<file path="config.mk">
export PLATFORM = sky130hd
export DESIGN_NAME = cfg_serial_loader
export DESIGN_NICKNAME = d
export VERILOG_FILES = /design/src/rtl/cfgl_pkg.sv /design/src/rtl/cfgl_tick.sv /design/src/rtl/cfgl_seq.sv /design/src/rtl/cfg_serial_loader.sv
export SDC_FILE = /design/constraint.sdc
export NUM_CORES = 1
export LEC_CHECK = 0
export BUFFER_PORTS_ARGS = -buffer_cell sky130_fd_sc_hd__buf_2
export CORE_MARGIN = 5
export CORE_UTILIZATION = 48
export CTS_CLUSTER_DIAMETER = 200
export DETAILED_ROUTE_END_ITERATION = 10
export GPL_TIMING_DRIVEN = 0
export HOLD_SLACK_MARGIN = 0.15
export PLACE_DENSITY = 0.66
export SYNTH_ARGS = -nofsm -noshare
export SYNTH_HDL_FRONTEND = slang
export SYNTH_HIERARCHICAL = 1
export SYNTH_SLANG_ARGS = --single-unit
export TNS_END_PERCENT = 100
</file>
<file path="constraint.sdc">
create_clock -name clk -period 3.8 [get_ports clk]
set_input_delay 0.38 -clock clk [delete_from_list [all_inputs] [get_ports clk]]
set_output_delay 0.38 -clock clk [all_outputs]
set_load 0.1 [all_outputs]
</file>
<file path="src/rtl/cfgl_pkg.sv">
package cfgl_pkg;

    localparam int KILL_LEN   = 8;
    localparam int KILL_REPS  = 4;
    localparam int KILL_TOTAL = KILL_LEN * KILL_REPS;
    localparam int BYTE_BITS  = 8;

    typedef enum logic [2:0] {
        ST_IDLE,
        ST_ARM,
        ST_KILL,
        ST_PROG,
        ST_WAIT,
        ST_LOAD,
        ST_SHIFT
    } seq_state_e;

    typedef struct packed {
        logic       cclk;
        logic       prog;
        logic       din;
        logic [3:0] aux;
    } pin_vec_t;

    localparam pin_vec_t PINS_REST = '{cclk: 1'b1, prog: 1'b1, din: 1'b0, aux: 4'b0000};

    // Hold line high always; line B at even non-zero positions, line A elsewhere.
    function automatic logic [3:0] kill_aux(input logic [2:0] idx);
        if (idx != 3'd0 && idx[0] == 1'b0)
            return 4'b1010;
        return 4'b1001;
    endfunction

endpackage

</file>
<file path="src/rtl/cfgl_tick.sv">
module cfgl_tick #(
    parameter int DIV = 4
) (
    input  logic clk,
    input  logic rst,
    output logic tick
);
    generate
        if (DIV <= 1) begin : g_every
            assign tick = 1'b1;
        end else begin : g_count
            localparam int TW = $clog2(DIV);
            logic [TW-1:0] cnt;
            always_ff @(posedge clk) begin
                if (rst || cnt == TW'(DIV - 1))
                    cnt <= '0;
                else
                    cnt <= cnt + 1'b1;
            end
            assign tick = (cnt == TW'(DIV - 1));

            p_tick_period_r10: assert property (@(posedge clk) disable iff (rst)
                tick |=> !tick);
        end
    endgenerate
endmodule

</file>
<file path="src/rtl/cfgl_seq.sv">
module cfgl_seq
    import cfgl_pkg::*;
#(
    parameter int PROG_TICKS = 4,
    parameter int INIT_LIMIT = 1000,
    parameter int ATTEMPTS   = 3
) (
    input  logic       clk,
    input  logic       rst,
    input  logic       tick,
    input  logic       start_i,
    input  logic [7:0] byte_data_i,
    input  logic       byte_valid_i,
    input  logic       byte_last_i,
    output logic       byte_ready_o,
    input  logic       init_i,
    output pin_vec_t   pins_o,
    output logic       done_o,
    output logic       timeout_o
);
    localparam int KW   = $clog2(KILL_TOTAL);
    localparam int CMAX = (PROG_TICKS > INIT_LIMIT) ? PROG_TICKS : INIT_LIMIT;
    localparam int CW   = $clog2(CMAX + 1);
    localparam int AW   = $clog2(ATTEMPTS + 1);
    localparam int BW   = $clog2(BYTE_BITS);

    seq_state_e    state;
    logic [KW-1:0] step;
    logic [CW-1:0] cnt;
    logic [AW-1:0] att;
    logic [7:0]    shreg;
    logic [BW-1:0] bitn;
    logic          phase;
    logic          last_q;
    logic          done_q;
    logic          tmo_q;
    logic [1:0]    init_sync;
    logic          init_s;
    logic          accept;

    always_ff @(posedge clk) begin
        if (rst) init_sync <= 2'b00;
        else     init_sync <= {init_sync[0], init_i};
    end
    assign init_s = init_sync[1];

    assign byte_ready_o = (state == ST_LOAD) && tick;
    assign accept       = byte_ready_o && byte_valid_i;

    always_ff @(posedge clk) begin
        if (rst) begin
            state  <= ST_IDLE;
            step   <= '0;
            cnt    <= '0;
            att    <= '0;
            shreg  <= '0;
            bitn   <= '0;
            phase  <= 1'b0;
            last_q <= 1'b0;
            done_q <= 1'b0;
            tmo_q  <= 1'b0;
        end else begin
            case (state)
                ST_IDLE: if (start_i) begin
                    done_q <= 1'b0;
                    tmo_q  <= 1'b0;
                    att    <= '0;
                    state  <= ST_ARM;
                end
                ST_ARM: if (tick) begin
                    step  <= '0;
                    state <= ST_KILL;
                end
                ST_KILL: if (tick) begin
                    if (step == KW'(KILL_TOTAL - 1)) begin
                        cnt   <= '0;
                        state <= ST_PROG;
                    end else begin
                        step <= step + 1'b1;
                    end
                end
                ST_PROG: if (tick) begin
                    if (cnt == CW'(PROG_TICKS - 1)) begin
                        cnt   <= '0;
                        state <= ST_WAIT;
                    end else begin
                        cnt <= cnt + 1'b1;
                    end
                end
                ST_WAIT: if (tick) begin
                    if (init_s) begin
                        state <= ST_LOAD;
                    end else if (cnt == CW'(INIT_LIMIT - 1)) begin
                        if (att == AW'(ATTEMPTS - 1)) begin
                            tmo_q <= 1'b1;
                            state <= ST_IDLE;
                        end else begin
                            att   <= att + 1'b1;
                            step  <= '0;
                            state <= ST_KILL;
                        end
                    end else begin
                        cnt <= cnt + 1'b1;
                    end
                end
                ST_LOAD: if (accept) begin
                    shreg  <= byte_data_i;
                    last_q <= byte_last_i;
                    bitn   <= '0;
                    phase  <= 1'b0;
                    state  <= ST_SHIFT;
                end
                ST_SHIFT: if (tick) begin
                    if (!phase) begin
                        phase <= 1'b1;
                    end else begin
                        phase <= 1'b0;
                        shreg <= {shreg[6:0], 1'b0};
                        if (bitn == BW'(BYTE_BITS - 1)) begin
                            if (last_q) begin
                                done_q <= 1'b1;
                                state  <= ST_IDLE;
                            end else begin
                                state <= ST_LOAD;
                            end
                        end else begin
                            bitn <= bitn + 1'b1;
                        end
                    end
                end
                default: state <= ST_IDLE;
            endcase
        end
    end

    always_comb begin
        pins_o = PINS_REST;
        case (state)
            ST_KILL:  pins_o.aux  = kill_aux(step[2:0]);
            ST_PROG:  pins_o.prog = 1'b0;
            ST_SHIFT: begin
                pins_o.din  = shreg[7];
                pins_o.cclk = ~phase;
            end
            default: ;
        endcase
    end

    assign done_o    = done_q;
    assign timeout_o = tmo_q;

    logic [6:0] pv;
    assign pv = pins_o;

    p_hold_between_ticks_r10: assert property (@(posedge clk) disable iff (rst)
        !tick |=> $stable(pv));
    p_ready_on_tick_r8: assert property (@(posedge clk) disable iff (rst)
        byte_ready_o |-> tick);
    p_status_excl_r6: assert property (@(posedge clk) disable iff (rst)
        !(done_o && timeout_o));
    p_cclk_low_only_shift_r7: assert property (@(posedge clk) disable iff (rst)
        !pins_o.cclk |-> (pins_o.prog && pins_o.aux == 4'b0000));
    p_prog_quiet_aux_r4: assert property (@(posedge clk) disable iff (rst)
        !pins_o.prog |-> (pins_o.aux == 4'b0000 && pins_o.cclk));
    p_din_held_fall_r7: assert property (@(posedge clk) disable iff (rst)
        $fell(pins_o.cclk) |-> $stable(pins_o.din));

endmodule

</file>
<file path="src/rtl/cfg_serial_loader.sv">
module cfg_serial_loader
    import cfgl_pkg::*;
#(
    parameter int CLK_HZ     = 200_000_000,
    parameter int UPDATE_HZ  = 750_000,
    parameter int PROG_TICKS = 4,
    parameter int INIT_LIMIT = 1000,
    parameter int ATTEMPTS   = 3
) (
    input  logic       clk,
    input  logic       rst,
    input  logic       start_i,
    input  logic [7:0] byte_data_i,
    input  logic       byte_valid_i,
    input  logic       byte_last_i,
    output logic       byte_ready_o,
    input  logic       init_i,
    output logic       cclk_o,
    output logic       prog_o,
    output logic       din_o,
    output logic [3:0] aux_o,
    output logic       done_o,
    output logic       timeout_o
);
    localparam int DIV = CLK_HZ / UPDATE_HZ;

    logic     tick;
    pin_vec_t pins;

    cfgl_tick #(.DIV(DIV)) u_tick (
        .clk  (clk),
        .rst  (rst),
        .tick (tick)
    );

    cfgl_seq #(
        .PROG_TICKS (PROG_TICKS),
        .INIT_LIMIT (INIT_LIMIT),
        .ATTEMPTS   (ATTEMPTS)
    ) u_seq (
        .clk          (clk),
        .rst          (rst),
        .tick         (tick),
        .start_i      (start_i),
        .byte_data_i  (byte_data_i),
        .byte_valid_i (byte_valid_i),
        .byte_last_i  (byte_last_i),
        .byte_ready_o (byte_ready_o),
        .init_i       (init_i),
        .pins_o       (pins),
        .done_o       (done_o),
        .timeout_o    (timeout_o)
    );

    assign cclk_o = pins.cclk;
    assign prog_o = pins.prog;
    assign din_o  = pins.din;
    assign aux_o  = pins.aux;

endmodule

</file>
---- After elaboration in Yosys (flattened, before gate mapping) ----
Cells that the tools add are included.
word-level totals
  flip-flop bits (word level) ............. 46
  logic and storage cells ................. 142
  memory bits (read-only) ................. 0
  memory bits (writable) .................. 0
  memories kept ........................... 0
  bits in latches ......................... 0
  output and inout bits ................... 10
  input bits .............................. 14
cells by class
  bitwise gates (word level) .............. 2
  equal/unequal tests ..................... 32
  multipliers ............................. 0
  order comparisons ....................... 0
  shift operators ......................... 0
  add/subtract/negate cells ............... 5
  muxes and demuxes ....................... 70
  reductions and logical operators ........ 21
  div/mod/pow operators ................... 0
operators by type and width
  kind                                                   count
  2-to-1 mux 10 bit                                      7
  2-to-1 mux 3 bit                                       18
  2-to-1 mux 5 bit                                       7
  case mux 10 bit (3 select lines)                       1
  inequality test 2 x 1 -> 1 bit, second input constant  13
  2-to-1 mux 8 bit                                       3
  case mux 3 bit (7 select lines)                        1
  AND reduction 6 bit                                    3
  2-to-1 mux 1 bit                                       17
  case mux 8 bit (2 select lines)                        1
  case mux 5 bit (3 select lines)                        1
  equality test 3 bit, second input constant             4
  2-to-1 mux 2 bit                                       6
  2-to-1 mux 4 bit                                       3
  inequality test 2 bit, second input constant           6
  AND reduction 12 bit                                   1
  adder 10 x 1 -> 10 bit, second input constant          1
  equality test 10 bit, second input constant            1
  equality test 10 x 2 -> 1 bit, second input constant   1
  adder 9 x 1 -> 9 bit, second input constant            1
  equality test 9 bit, second input constant             1
  nonzero test 3 bit                                     3
  AND reduction 8 bit                                    1
  AND reduction 7 bit                                    1
  20 further kinds                                       28

---- Longest topological paths before layout ----
  word-level depth ........................ 6
  mapped depth ............................ 9
  gate-level depth less buffers ........... 9

---- Cells and area by module ----
Netlist, hierarchy kept.
by module, submodules not included
  module     sequential area each (um^2)  area each (um^2)  cells each  times used
  cfgl_seq   740.7                        2,087.0           264         1
  cfgl_tick  180.2                        411.6             45          1

---- Worst setup path before layout ----
Ideal clock, no wire load.
  path kind ............................... flip-flop to flip-flop
  start ................................... reg u_tick.g_count.cnt[0]
  end ..................................... reg u_seq.last_q
  path buffers ............................ 0
  stages on the path, launching flop included .. 9
  arrival ................................. 3.715 ns
  data required time ...................... 3.672 ns
  slack ................................... -0.042 ns
  cells stage by stage .................... dfxtp_1 -> ha_1 -> and4bb_1 -> and4_2 -> inv_1 -> nor3_1 -> nand2_1 -> mux2i_1 -> nor2_1
between the ends
  word-level cells in the longest chain between the ends .. 4
ends and longest elaborated chain
  element                               line                     RTL
  from (decl)                           cfgl_tick.sv:13          logic [TW-1:0] cnt;
  from (signal assigned)                cfgl_tick.sv:18          cnt <= cnt + 1'b1;
  equality test 9 bit                   cfgl_tick.sv:20          assign tick = (cnt == TW'(DIV - 1));
  net tick                              cfg_serial_loader.sv:27  logic tick;
  logical AND 1 bit                     cfgl_seq.sv:47           assign byte_ready_o = (state == ST_LOAD) && tick;
  net byte_ready_o                      cfg_serial_loader.sv:16  output logic byte_ready_o,
  logical AND 1 bit                     cfgl_seq.sv:48           assign accept = byte_ready_o && byte_valid_i;
  AND reduction 2 bit (no source line)  n/a
  to (signal assigned)                  cfgl_seq.sv:108          last_q <= byte_last_i;
  to (decl)                             cfgl_seq.sv:34           logic last_q;
The timed path passes the listed nets, and every way through them passes these cells.
A chain may end at the register's enable or synchronous reset.

---- Worst setup path after layout ----
  start ................................... reg u_tick.g_count.cnt[0]
  end ..................................... out byte_ready_o
between the ends
  word-level cells in the longest chain between the ends .. 2
ends and longest elaborated chain
  element              line
  equality test 9 bit  cfgl_tick.sv:20
  net tick             cfg_serial_loader.sv:27
  logical AND 1 bit    cfgl_seq.sv:47
  to (decl)            cfg_serial_loader.sv:16
The timed path passes the listed nets, and every way through them passes these cells.

==> run summary <==
IO buf count -> 22
DRC -> 0
Worst Path Class, Setup -> flop to output pin
Worst reg2reg path depth -> 8
Vias in the first global route -> 2,084
DP Wirelength -> 4.047 mm
GP Congestion -> 0.8274
Synthesis warning total -> 6
Critical path required time -> 3420 ps
Area enclosed by the die boundary -> 6749 um2
I/O pin count -> 24
Core ar. -> 5075 um2
Overall global routing resource usage -> 0.1807
Post-synthesis average cell area -> 8.086 um2
Leading cell types by total area after synthesis -> dfxtp_1 37%, nand2_1 4.8%, nor2_1 4.7%
Number of nets produced by synthesis -> 332
Synth cell types -> 58
Reg-to-Reg Start -> u_tick/g_count.cnt[0]
FF-to-FF End -> u_seq/state[1]
Relative contribution of combinational cells to total power -> 0.273
Per-cell via count in the routed design -> 5.577
Internal power -> 723.1 uW
Cell area after placement -> 2701 um2
RSZ-0062 raised after global routing -> false
Net switching power figure -> 384.2 uW
FFs w/ async S/R, synth -> 0
Post-detailed-routing wire length -> 5.470 mm
Hold Path Cell Cnt -> 2
Fin util -> 0.5500
Final hold vios -> 0
Final std cell area, no fill -> 2791 um2
Initial standard-cell utilization of the core -> 0.4924
Result of the run -> finished clean
Post-CTS Setup Repair Bufs -> 0
Number of fill cells -> 504
Worst Clk Skew -> 7.342 ps
Area added between synthesis and finish -> 11.72%
Most frequent cell after synthesis -> dfxtp_1
Fin cells -> 409
Clock buffers created by TritonCTS -> 5
Number of antenna violations at the first check in global routing -> 0
# nets final -> 361
Static leakage power -> 1.023 nW
Total negative slack -> 0 ps
Share of the clock period used by the worst path after layout -> 0.7126
Worst slew slack as a fraction of its limit -> 0.5434
Met2 Wirelength -> 2.678 mm
Worst VDD drop -> 191.2 uV
Critical path fanouts, max -> 8
Crit path launch type -> flop
Reg clk slew, reported paths -> 90 ps
Transition time at the pin with the least slew margin -> 679.7 ps
Number of buffers inserted by hold repair at cts -> 0
Path class of the lowest-slack min-delay path -> input pin to flop
Wire length per cell -> 13.37 um
Largest area contributor in the synthesized netlist -> dfxtp_1
Net switching fraction of the power -> 0.3470
DRT antenna net count -> 0
Max-cap violations -> 0
Cell types with the highest counts after synthesis -> 46 x dfxtp_1, 32 x nand2_1, 31 x nor2_1, 20 x a21oi_1, 16 x nand3_1
Number of enable-type register cells in the synthesized netlist -> 0
Total number of vias -> 2,281
Highest clock frequency the design can meet -> 369.3 MHz
Highest metal layer used by the detailed router -> met4
Power per unit of standard cell area -> 396.7 nW/um2
Proportion of netlist area held by the largest area contributor -> 0.3686
Congestion Overflow GR -> 0
Sequential cell area fraction in the yosys report -> 0.3686
Clock power frac -> 0.266
Worst-case hold slack -> 290.2 ps
CTS tree -> yes
Synth Instances -> 309
Part of the total power dissipated in sequential elements -> 0.460
Netlist area before placement -> 2499 um2
Height of the chip -> 82.15 um
Arrival time of the worst setup path -> 2330 ps
Total number of clock tree sinks -> 46
Post-CTS sizing -> 0
Number of placed instances with taps included -> 401
CP Launch Point -> u_tick/g_count.cnt[0]
Fraction of final layout cells with drive strength greater than 1 -> 0.1357
Total inserted antenna cells -> 0
Final count of pins violating max slew -> 0
Setup slack, reg-to-reg -> 1300 ps
Primary FF master, synth -> dfxtp_1
Met1 Wirelength -> 2.577 mm
CTS Root Buffer Type -> clkbuf_8
Std cell rows -> 26
Final-report setup violation count -> 0
Die width -> 82.15 um
Largest net degree at the start of global routing -> 16
Detailed Route Iter0 Violations -> 108
First-pass detailed-route iteration total -> 4
Routed length on met3 -> 157 um
End of the worst hold path -> u_seq/init_sync[0]
Deepest clock path buffer count -> 2
Global-route wire length before repair -> 9.653 mm
Total number of H-tree levels -> 2
Clock period minus worst slack -> 2708 ps
Seq cells post-synth -> 46
Clock latency of the later-clocked register in the worst-skew pair -> 300 ps
Worst Min Path Start -> init_i
Setup crit end kind -> output pin
## power groups by stage
stage                     Clock (mW)  Combinational (mW)  Sequential, mW
after floorplan                    0               0.248           0.517
after global placement             0               0.298           0.521
after detailed placement           0               0.301           0.520
after CTS                      0.312               0.301           0.509
after global routing           0.328               0.327           0.512
final                          0.295               0.303           0.509
## per-layer routing
metal	GRT usage	vias to the layer above
li1	-	1186
met1	0.2282	1061
met2	0.3150	28
met3	0.03254	6
met4	0.04983	0
met5	0	-
## cells in the final DEF, fill, tap and decap left out, drive strengths merged, types with 4 or more instances in the layout
cell type | Yosys | routed
inv | 13 | 13
a21oi | 22 | 22
dfxtp | 46 | 46
ha | 9 | 9
nand2 | 32 | 32
nor3 | 10 | 10
nor4 | 4 | 4
a31oi | 4 | 4
nand2b | 5 | 5
or3 | 8 | 8
buf | 4 | 26
o21ai | 14 | 14
mux2i | 5 | 5
nand3 | 16 | 16
nor2b | 5 | 5
nor2 | 31 | 31
clkbuf | 12 | 17
a311oi | 8 | 8
## kinds of logic after synthesis
logic type,synth area share
buffers and inverters,0.04657
AND/OR/NAND/NOR,0.3015
other,0.001501
adder cells (fa/ha/maj),0.04507
AO/OA/AOI/OAI,0.2018
multiplexers,0.02454
flip-flops,0.3686
XOR/XNOR,0.01052
## cell type report
type / count / area (um2) / share of cell area
Buffer: 16 / 67.56 / 0.02420
Clock buffer: 5 / 68.82 / 0.02465
Clock inverter: 3 / 21.27 / 0.007620
Inverter: 13 / 48.80 / 0.01748
Multi-Input combinational cell: 234 / 1466 / 0.5253
Sequential cell: 46 / 920.9 / 0.3299
Tap cell: 70 / 87.58 / 0.03138
Timing Repair Buffer: 22 / 110.1 / 0.03944
## stage by stage
stage / power, mW / worst slack (ps)
finish: 1.107 / 1092
global route: 1.168 / 960.2
floorplan: 0.7649 / 261.3
CTS: 1.122 / 1068
detailed placement: 0.8210 / 1300
global placement: 0.8185 / 1335
## worst max-delay path, cell delays in order, from the launching register on
cell	delay, ps
dfxtp_1	400
ha_1	170
and4bb_1	200
and4_2	350
inv_1	180
nor3_2	250
buf_2	470
## state kept, by name (all words and copies together) (netlist names)
signal and count:
u_seq/bitn 3, u_seq/att 2, u_seq/phase 1, u_seq/last_q 1, u_seq/timeout_o 1, u_seq/shreg 8, u_tick/g_count.cnt 9, u_seq/state 3
u_seq/init_sync 2, u_seq/cnt 10, u_seq/step 5, u_seq/done_o 1
## worst max path at each step
stage,end,slack [ps],depth (start not counted)
after global placement,u_seq/step[1],1330,8
final,byte_ready_o,1090,6
after floorplan,aux_o[1],260,4
after detailed placement,u_seq/cnt[5],1300,7
after global routing,byte_ready_o,960,6
after CTS,byte_ready_o,1070,6
No activity file was read; power rests on OpenSTA's default activity.
